## src/rtl/csr_gate_pkg.sv

```systemverilog
package csr_gate_pkg;

    localparam int ADDR_W   = 12;
    localparam int CNT_N    = 32;
    localparam int CNT_IW   = $clog2(CNT_N);
    localparam int FLAGS_W  = 5;
    localparam int RM_W     = 3;
    localparam int FPALL_W  = FLAGS_W + RM_W;

    typedef enum logic [1:0] {
        PRIV_U = 2'd0,
        PRIV_S = 2'd1,
        PRIV_M = 2'd3
    } priv_e;

    typedef enum logic [2:0] {
        CLS_NONE,
        CLS_FP_FLAGS,
        CLS_FP_RM,
        CLS_FP_ALL,
        CLS_UCNT,
        CLS_PLAIN
    } csr_cls_e;

    typedef struct packed {
        logic       impl;
        csr_cls_e   cls;
        logic [1:0] min_priv;
        logic       ro;
        logic       sup;
    } csr_attr_t;

    function automatic logic is_fp(csr_cls_e c);
        return (c == CLS_FP_FLAGS) || (c == CLS_FP_RM) || (c == CLS_FP_ALL);
    endfunction

endpackage

```

## src/rtl/csr_addr_decode.sv

```systemverilog
module csr_addr_decode
    import csr_gate_pkg::*;
#(
    parameter int XLEN = 32
) (
    input  logic [ADDR_W-1:0] addr_i,
    output csr_attr_t         attr_o
);

    logic       hi_en;
    logic [6:0] blk;
    logic [4:0] idx;
    csr_cls_e   cls_d;

    // Upper-half counter aliases exist only on a 32-bit datapath
    generate
        if (XLEN == 32) begin : g_hi_half
            assign hi_en = 1'b1;
        end else begin : g_no_hi_half
            assign hi_en = 1'b0;
        end
    endgenerate

    assign blk = addr_i[11:5];
    assign idx = addr_i[4:0];

    always_comb begin
        cls_d = CLS_NONE;
        if (addr_i == 12'h001) begin
            cls_d = CLS_FP_FLAGS;
        end else if (addr_i == 12'h002) begin
            cls_d = CLS_FP_RM;
        end else if (addr_i == 12'h003) begin
            cls_d = CLS_FP_ALL;
        end else if ((blk == 7'h60 || (blk == 7'h64 && hi_en)) && idx != 5'd1) begin
            cls_d = CLS_UCNT;          // user counters, slot 1 absent
        end else if ((blk == 7'h58 || (blk == 7'h5C && hi_en)) && idx != 5'd1) begin
            cls_d = CLS_PLAIN;         // machine counters
        end else if (blk == 7'h19 && idx >= 5'd3) begin
            cls_d = CLS_PLAIN;         // machine event selectors
        end else if ((addr_i >= 12'hF11 && addr_i <= 12'hF14) ||
                     (addr_i >= 12'h300 && addr_i <= 12'h306) ||
                     (addr_i >= 12'h340 && addr_i <= 12'h344) ||
                     (addr_i == 12'h100) ||
                     (addr_i >= 12'h104 && addr_i <= 12'h106) ||
                     (addr_i >= 12'h140 && addr_i <= 12'h144) ||
                     (addr_i == 12'h180)) begin
            cls_d = CLS_PLAIN;
        end
    end

    always_comb begin
        attr_o.cls      = cls_d;
        attr_o.impl     = (cls_d != CLS_NONE);
        attr_o.min_priv = addr_i[9:8];
        attr_o.ro       = (addr_i[11:10] == 2'b11);
        attr_o.sup      = (addr_i[9:8] == 2'b01);
    end

endmodule

```

## src/rtl/csr_priv_gate.sv

```systemverilog
module csr_priv_gate
    import csr_gate_pkg::*;
(
    input  csr_attr_t        attr_i,
    input  logic [CNT_IW-1:0] idx_i,
    input  logic [1:0]       priv_i,
    input  logic             wmask_nz_i,
    input  logic [1:0]       fs_i,
    input  logic [CNT_N-1:0] scnt_en_i,
    input  logic [CNT_N-1:0] mcnt_en_i,
    input  logic             s_ext_i,
    output logic             illegal_o
);

    logic cnt_ok;
    logic fp_off;
    logic below_floor;
    logic ro_write;
    logic sup_absent;

    always_comb begin
        cnt_ok = 1'b1;
        if (attr_i.cls == CLS_UCNT) begin
            case (priv_i)
                PRIV_U:  cnt_ok = scnt_en_i[idx_i];
                PRIV_S:  cnt_ok = mcnt_en_i[idx_i];
                default: cnt_ok = 1'b1;
            endcase
        end
        fp_off      = is_fp(attr_i.cls) && (fs_i == 2'b00);
        below_floor = (priv_i < attr_i.min_priv);
        ro_write    = attr_i.ro && wmask_nz_i;
        sup_absent  = attr_i.sup && !s_ext_i;
        illegal_o   = !attr_i.impl || below_floor || ro_write ||
                      fp_off || !cnt_ok || sup_absent;
    end

    // Counter gating: an unimplemented-free user counter in U mode follows the supervisor enable
    always_comb begin
        assert_cnt_user_R6: assert (!(attr_i.cls == CLS_UCNT && priv_i == PRIV_U &&
                                      !scnt_en_i[idx_i]) || illegal_o);
        assert_sup_absent_R9: assert (!(attr_i.sup && !s_ext_i) || illegal_o);
    end

endmodule

```

## src/rtl/csr_merge.sv

```systemverilog
module csr_merge
    import csr_gate_pkg::*;
#(
    parameter int XLEN = 32
) (
    input  csr_cls_e          cls_i,
    input  logic [XLEN-1:0]   old_i,
    input  logic [XLEN-1:0]   wdata_i,
    input  logic [XLEN-1:0]   wmask_i,
    output logic [XLEN-1:0]   merged_o
);

    logic [XLEN-1:0] raw;

    always_comb begin
        raw      = (old_i & ~wmask_i) | (wdata_i & wmask_i);
        merged_o = raw;
        case (cls_i)
            CLS_FP_FLAGS: merged_o = {{(XLEN-FLAGS_W){1'b0}}, raw[FLAGS_W-1:0]};
            CLS_FP_RM:    merged_o = {{(XLEN-RM_W){1'b0}},    raw[RM_W-1:0]};
            CLS_FP_ALL:   merged_o = {{(XLEN-FPALL_W){1'b0}}, raw[FPALL_W-1:0]};
            default:      merged_o = raw;
        endcase
    end

    // Unmasked bits of an ordinary register keep their old value
    always_comb begin
        assert_keep_unmasked_R4: assert (is_fp(cls_i) ||
                                         (((merged_o ^ old_i) & ~wmask_i) == '0));
    end

endmodule

```

## src/rtl/csr_access_gate.sv

```systemverilog
module csr_access_gate
    import csr_gate_pkg::*;
#(
    parameter int XLEN = 32
) (
    input  logic [11:0]     addr_i,
    input  logic [1:0]      priv_i,
    input  logic [XLEN-1:0] wdata_i,
    input  logic [XLEN-1:0] wmask_i,
    input  logic [XLEN-1:0] old_i,
    input  logic [1:0]      fs_i,
    input  logic [31:0]     scnt_en_i,
    input  logic [31:0]     mcnt_en_i,
    input  logic            s_ext_i,
    output logic            illegal_o,
    output logic            wr_en_o,
    output logic [XLEN-1:0] wr_data_o,
    output logic [XLEN-1:0] rd_data_o,
    output logic            fs_dirty_o
);

    typedef struct packed {
        logic            illegal;
        logic            wr_en;
        logic            fs_dirty;
        logic [XLEN-1:0] wr_data;
        logic [XLEN-1:0] rd_data;
    } gate_out_t;

    csr_attr_t       attr;
    logic            illegal;
    logic            wmask_nz;
    logic [XLEN-1:0] merged;
    gate_out_t       out_d;

    assign wmask_nz = |wmask_i;

    csr_addr_decode #(.XLEN(XLEN)) i_decode (
        .addr_i (addr_i),
        .attr_o (attr)
    );

    csr_priv_gate i_gate (
        .attr_i     (attr),
        .idx_i      (addr_i[CNT_IW-1:0]),
        .priv_i     (priv_i),
        .wmask_nz_i (wmask_nz),
        .fs_i       (fs_i),
        .scnt_en_i  (scnt_en_i),
        .mcnt_en_i  (mcnt_en_i),
        .s_ext_i    (s_ext_i),
        .illegal_o  (illegal)
    );

    csr_merge #(.XLEN(XLEN)) i_merge (
        .cls_i    (attr.cls),
        .old_i    (old_i),
        .wdata_i  (wdata_i),
        .wmask_i  (wmask_i),
        .merged_o (merged)
    );

    always_comb begin
        out_d          = '0;
        out_d.illegal  = illegal;
        out_d.wr_en    = !illegal && wmask_nz;
        out_d.fs_dirty = out_d.wr_en && is_fp(attr.cls);
        out_d.wr_data  = merged;
        out_d.rd_data  = illegal ? '0 : old_i;
    end

    assign illegal_o  = out_d.illegal;
    assign wr_en_o    = out_d.wr_en;
    assign fs_dirty_o = out_d.fs_dirty;
    assign wr_data_o  = out_d.wr_data;
    assign rd_data_o  = out_d.rd_data;

    always_comb begin
        assert_excl_R10:     assert (!(illegal_o && wr_en_o));
        assert_floor_R1:     assert (!(priv_i < addr_i[9:8]) || illegal_o);
        assert_ro_R2:        assert (!(addr_i[11:10] == 2'b11 && wmask_i != '0) || illegal_o);
        assert_fp_off_R7:    assert (!(addr_i >= 12'h001 && addr_i <= 12'h003 && fs_i == 2'b00)
                                     || illegal_o);
        assert_dirty_R8:     assert (!fs_dirty_o || (wr_en_o && addr_i[11:2] == '0));
        assert_rd_old_R5:    assert (illegal_o || rd_data_o == old_i);
        assert_strobe_R4:    assert (!wr_en_o || wmask_i != '0);
    end

endmodule

```

## config.mk

```make
export PLATFORM = sky130hd
export DESIGN_NAME = csr_access_gate
export DESIGN_NICKNAME = d
export VERILOG_FILES = /design/src/rtl/csr_gate_pkg.sv /design/src/rtl/csr_addr_decode.sv /design/src/rtl/csr_priv_gate.sv /design/src/rtl/csr_merge.sv /design/src/rtl/csr_access_gate.sv
export SDC_FILE = /design/constraint.sdc
export NUM_CORES = 1
export LEC_CHECK = 0
export CAP_MARGIN = 20
export CORE_AREA = 10 10 87 89
export DETAILED_ROUTE_END_ITERATION = 12
export DIE_AREA = 0 0 97 99
export DONT_BUFFER_PORTS = 1
export PLACE_DENSITY = 0.58
export RECOVER_POWER = 50
export SLEW_MARGIN = 20
export SYNTH_ARGS = -nofsm -noshare
export SYNTH_HDL_FRONTEND = slang
export SYNTH_HIERARCHICAL = 1
export SYNTH_SLANG_ARGS = --single-unit
```

## constraint.sdc

```tcl
create_clock -name vclk -period 2.57
set_input_delay 0.257 -clock vclk [all_inputs]
set_output_delay 0.257 -clock vclk [all_outputs]
set_load 0.1 [all_outputs]
```

# Word-level counts from Yosys, hierarchy flattened

Cells that the tools add are included.

Bits in registers: 0
Bits in latches: 0
Bits in writable memories: 0
Memory bits (read-only): 0
Input port bits: 177
Output and inout bits: 67
Word-level logic and storage cells: 86
Memories: 0

Add/subtract/negate cells: 0
Multipliers: 0
Div/mod/pow operators: 0
Magnitude comparators: 13
Equal/unequal tests: 18
Shift operators: 0
Multiplexer cells: 15
Bitwise operators: 4
Reductions and logical operators: 36

Operators with widths:

| kind                 | number |
|---|---|
| $pmux 32 s3          | 1 |
| $and 32x32->32       | 2 |
| $mux 32              | 1 |
| $not 32->32          | 1 |
| $or 32x32->32        | 1 |
| $reduce_or 32->1     | 1 |
| $eq 7x7->1 const B   | 4 |
| $eq 12x2->1 const B  | 2 |
| $eq 12x9->1 const B  | 2 |
| $ge 12x10->1 const B | 2 |
| $ge 12x9->1 const B  | 2 |
| $le 12x10->1 const B | 2 |
| $le 12x9->1 const B  | 2 |
| $mux 3               | 7 |
| $logic_or 1x1->1     | 15 |
| $logic_and 1x1->1    | 13 |
| $eq 12x1->1 const B  | 1 |
| $ge 12x12->1 const B | 1 |
| $le 12x12->1 const B | 1 |
| $bmux 1 s5           | 2 |
| $eq 7x5->1 const B   | 1 |
| $eq 3x2->1 const B   | 2 |
| $lt 5x6->1 const B   | 1 |
| $ge 5x2->1 const B   | 1 |
| 11 further kinds     | 18 |

# Longest topological paths before layout

Word-level depth: 25
Depth in mapped cells: 13
Gate-level depth less buffers: 11

# Hierarchy

Netlist, hierarchy kept.

Modules (own cells, without submodules):

| module          | times used | cells an instance | area an instance (um^2) | sequential area each (um^2) |
|---|---|---|---|---|
| csr_priv_gate   | 1          | 53                | 606.8                   | 0.0 |
| csr_merge       | 1          | 68                | 549.3                   | 0.0 |
| csr_access_gate | 1          | 49                | 344.1                   | 0.0 |
| csr_addr_decode | 1          | 42                | 289.0                   | 0.0 |

# Worst setup path before layout

Ideal clock, no wire load.

Path type: input to output
Start: input port addr_i[0]
End: output port rd_data_o[14]
Arrival time: 4.137 ns
Required time: 2.313 ns
Slack: -1.824 ns
Stages on the path: 13
Buffers on the path: 2
Cell sequence: buf_2 or3_1 nand4_1 a21oi_1 a31oi_2 o21ai_1 nor2_1 nor4_1 nor3_1 nand3_1 o211a_1 buf_2 nor2b_1

RTL lines:

| item            | RTL line              | source |
|---|---|---|
| start, declared | csr_access_gate.sv:6  | `input logic [11:0] addr_i,` |
| end, declared   | csr_access_gate.sv:18 | `output logic [XLEN-1:0] rd_data_o,` |

==> results.txt <==
The run finished, with violations left. The checks that failed: setup timing. By count the netlist is led by 33 x mux2i_1, 33 x nor2b_1, 23 x nor2_1. The count of buffer and inverter cells on the critical path came out at 4. Setup violations remaining at the end of the flow were counted as 35. The first-iteration detailed-routing DRC count is 48. The clock buffer instance count of the final layout is 0.

Summing all flip-flop and latch instances after layout gives 0 um2. The cell that appears most often on the critical path is buf_6. For this design, the slowest cell found on the critical path is or3_4. Input and output buffers added on the ports amount to 0. The cell area after technology mapping is around 1800 um2. In this run the standard cell core region covers 5851 um2.

The fraction of the yosys area taken by sequential cells is 0%. Entering global routing, the biggest net connects 25 pins. The final route contains around 2.1k vias. The total design power came out at ~0.90 mW. The final layout contains routed wiring with a total length of roughly 11,000 um.

The total die area came out at 9603 um2. The placed cell count is 353. The worst slew margin relative to its limit came out at between 30% and 40%. The layout-stage area growth over the synthesis result is 116.5%. The average wire length per cell after detail routing is around 30 um.

In this run the most critical hold path is launched from old_i[24]. The share of cells above drive strength 1 is about two thirds. The clock period minus final worst setup slack is 2.838 ns. During I/O placement, the number of pins put on the boundary was approximately 240. The tool flagged a number of max-cap violations equal to 0. The number of instances in the synthesized netlist came out at around 210.

The initial antenna violation count is 0. The highest ir drop seen on vdd came out at roughly 0.25 mV. The fraction of post-synthesis cell area in the top cell type by area came out at a little over a fifth. The horizontal die dimension came out at between 90 and 100 um.

The final number of max-transition violations is 0. The launching instance or port of the critical path is addr_i[4]. The highest clock rate came out at roughly 0.35 GHz. The initial core utilization came out at between 30 and 40%. The largest fanout on the critical path is 16. The required time reported for the critical path endpoint came out at between 2 and 2.5 ns. Cells fill between 60 and 70% of the core in the end. The count of yosys warnings during synthesis is 6. Before CTS, the worst setup slack after placement is -0.3902 ns. Traced cell by cell, the critical path runs through or3_4 -> buf_6 -> nand2b_4 -> buf_6 -> nand2_4 -> a22oi_2 -> o21ai_2 -> nor2_2 -> nor4_2 -> nor3_2 -> nand4_1 -> o211a_4 -> clkbuf_16 -> nor2b_4 -> buf_12. Across all setup checks in the final design, the least slack found is -0.2681 ns.

The total count of hold-check failures in the final report came to 0. The worst setup path is captured at an output port. Setup repair after global routing could not meet its margin everywhere. The final critical path takes up 110.4% of the cycle.

The final instance count without filler cells came out at around 360. In this run the core area contains 28 standard-cell rows. The cell area after layout came out at 3874 um2.

The number of nets in the synthesized netlist is 390. At the pin with the least slew margin, the transition time is between 0.9 and 1 ns. The type of the setup path with the least slack is in -> out. The total half-perimeter wirelength after legalization and detailed placement is approximately 9300 um. The DRC violations left came out at 0.

The global-route wire length before repair came out at ~15,000 um. The worst setup path is launched from an input pin. In this run the static leakage power is about 1.5 nW.

The worst path arrival time is around 2.6 ns. The number of global-route vias before repair came to approximately 2.2k. Dividing the synthesized area by the synthesized cell count gives ~8.4 um2. There are 0 flip-flops and latches. The post-synthesis cell type with the largest combined area is mux4_2. The final weighted congestion in routability-driven placement is around 0.81.

The total overflow left after global routing is 0. The number of nets still failing antenna checks after routing is 0. The post-detailed-route via-to-cell ratio came out at approximately 5.8. Broken down by cell family, the worst path's largest delay share belongs to simple AND/OR/NAND/NOR gates.

Fill cells in the final layout number between 400 and 500. From bottom edge to top edge, the die measures 99 um. By area the synthesized netlist is led by mux4_2 21%, mux2i_1 18%, nor2b_1 12%, nor2_1 4.8%, nor4_1 2.8%. The post-layout net count came out at 466. The largest single stage delay on the critical path is around 0.4 ns. The tightest min-delay check is of the in -> out type. The post-cts hold buffer count is 0. The first detailed-routing pass ran for 4 iterations. The cell area reported after detailed placement came out at around 3600 um2. The total global-route track usage came out at around a fifth. The power density normalized to cell area is 232.2 nW/um2. The number of different library cells used by synthesis comes to 46. The final antenna diode count is 0.
## where the power goes
| group | leakage, nW | total [mW] | internal, mW | switching, mW |
|---|---|---|---|---|
| combinational | 1.52 | 0.899 | 0.357 | 0.542 |
| sequential | 0 | 0 | 0 | 0 |
| clock | 0 | 0 | 0 | 0 |
| total | 1.52 | 0.899 | 0.357 | 0.542 |
## routing by layer
layer | wire length (um) | up-vias | GRT usage (%) | part of all wire, %
li1 | - | 950 | - | -
met2 | 6344 | 122 | 39.81 | 59
met4 | 0 | 0 | 0 | 0
met3 | 969 | 0 | 6.075 | 9.0
met5 | 0 | - | 0 | 0
met1 | 3414 | 1033 | 18.74 | 32
## logic make-up (layout without fill, tap and decap cells)
group	Yosys count	in the layout	share of synthesized area, %
buffers and inverters	18	92	6.432
XOR/XNOR	1	1	0.4896
AO/OA/AOI/OAI	23	23	10.84
AND/OR/NAND/NOR	116	116	39.79
multiplexers	53	53	41.75
adder cells (fa/ha/maj)	1	1	0.6992
## area by class of cell
cell class | instances | area (um2) | area share (%)
Timing Repair Buffer | 88 | 1600 | 41.31
Inverter | 4 | 15.01 | 0.3876
Multi-Input combinational cell | 194 | 2165 | 55.88
Tap cell | 75 | 93.84 | 2.422
## cell usage in the layout (no fill, tap or decap), types with 3 or more instances in the layout
| master | n |
|---|---|
| clkbuf_16 | 5 |
| buf_12 | 65 |
| nand2_1 | 6 |
| nand3b_1 | 6 |
| mux4_2 | 17 |
| nand3_1 | 4 |
| a21oi_2 | 3 |
| nor2_4 | 25 |
| inv_1 | 4 |
| mux2i_1 | 33 |
| nor2_1 | 6 |
| mux2_1 | 3 |
| nor4_2 | 5 |
| buf_4 | 12 |
| nor2b_4 | 32 |
| nand2b_1 | 5 |
| nand4_1 | 3 |
| nor4_1 | 6 |
## path summary, 6_finish.rpt
kind                       endpoint  slack [ns]  depth (start not counted)
worst max-delay path  rd_data_o[27]       -0.27                         15
worst min-delay path  rd_data_o[24]        0.78                          2
## metrics by stage
step / setup TNS, ns / hold WS (ns)
after floorplan: -21.83 / 0.7183
after global placement: -7.179 / 0.7826
after detailed placement: -10.38 / 0.7834
after CTS: -13.72 / 0.7835
after global routing: -13.03 / 0.7835
final: -8.290 / 0.7823
## timing repair
item / CTS / global route
setup buffers: 6 / 1
pin swaps: 25 / 6
endpoints found under the hold margin: 0 / 0
endpoints found under the setup margin: 35 / 64
cloned: 0 / 5
gates resized for setup: 19 / 12
(Power assumes the default switching activity.)
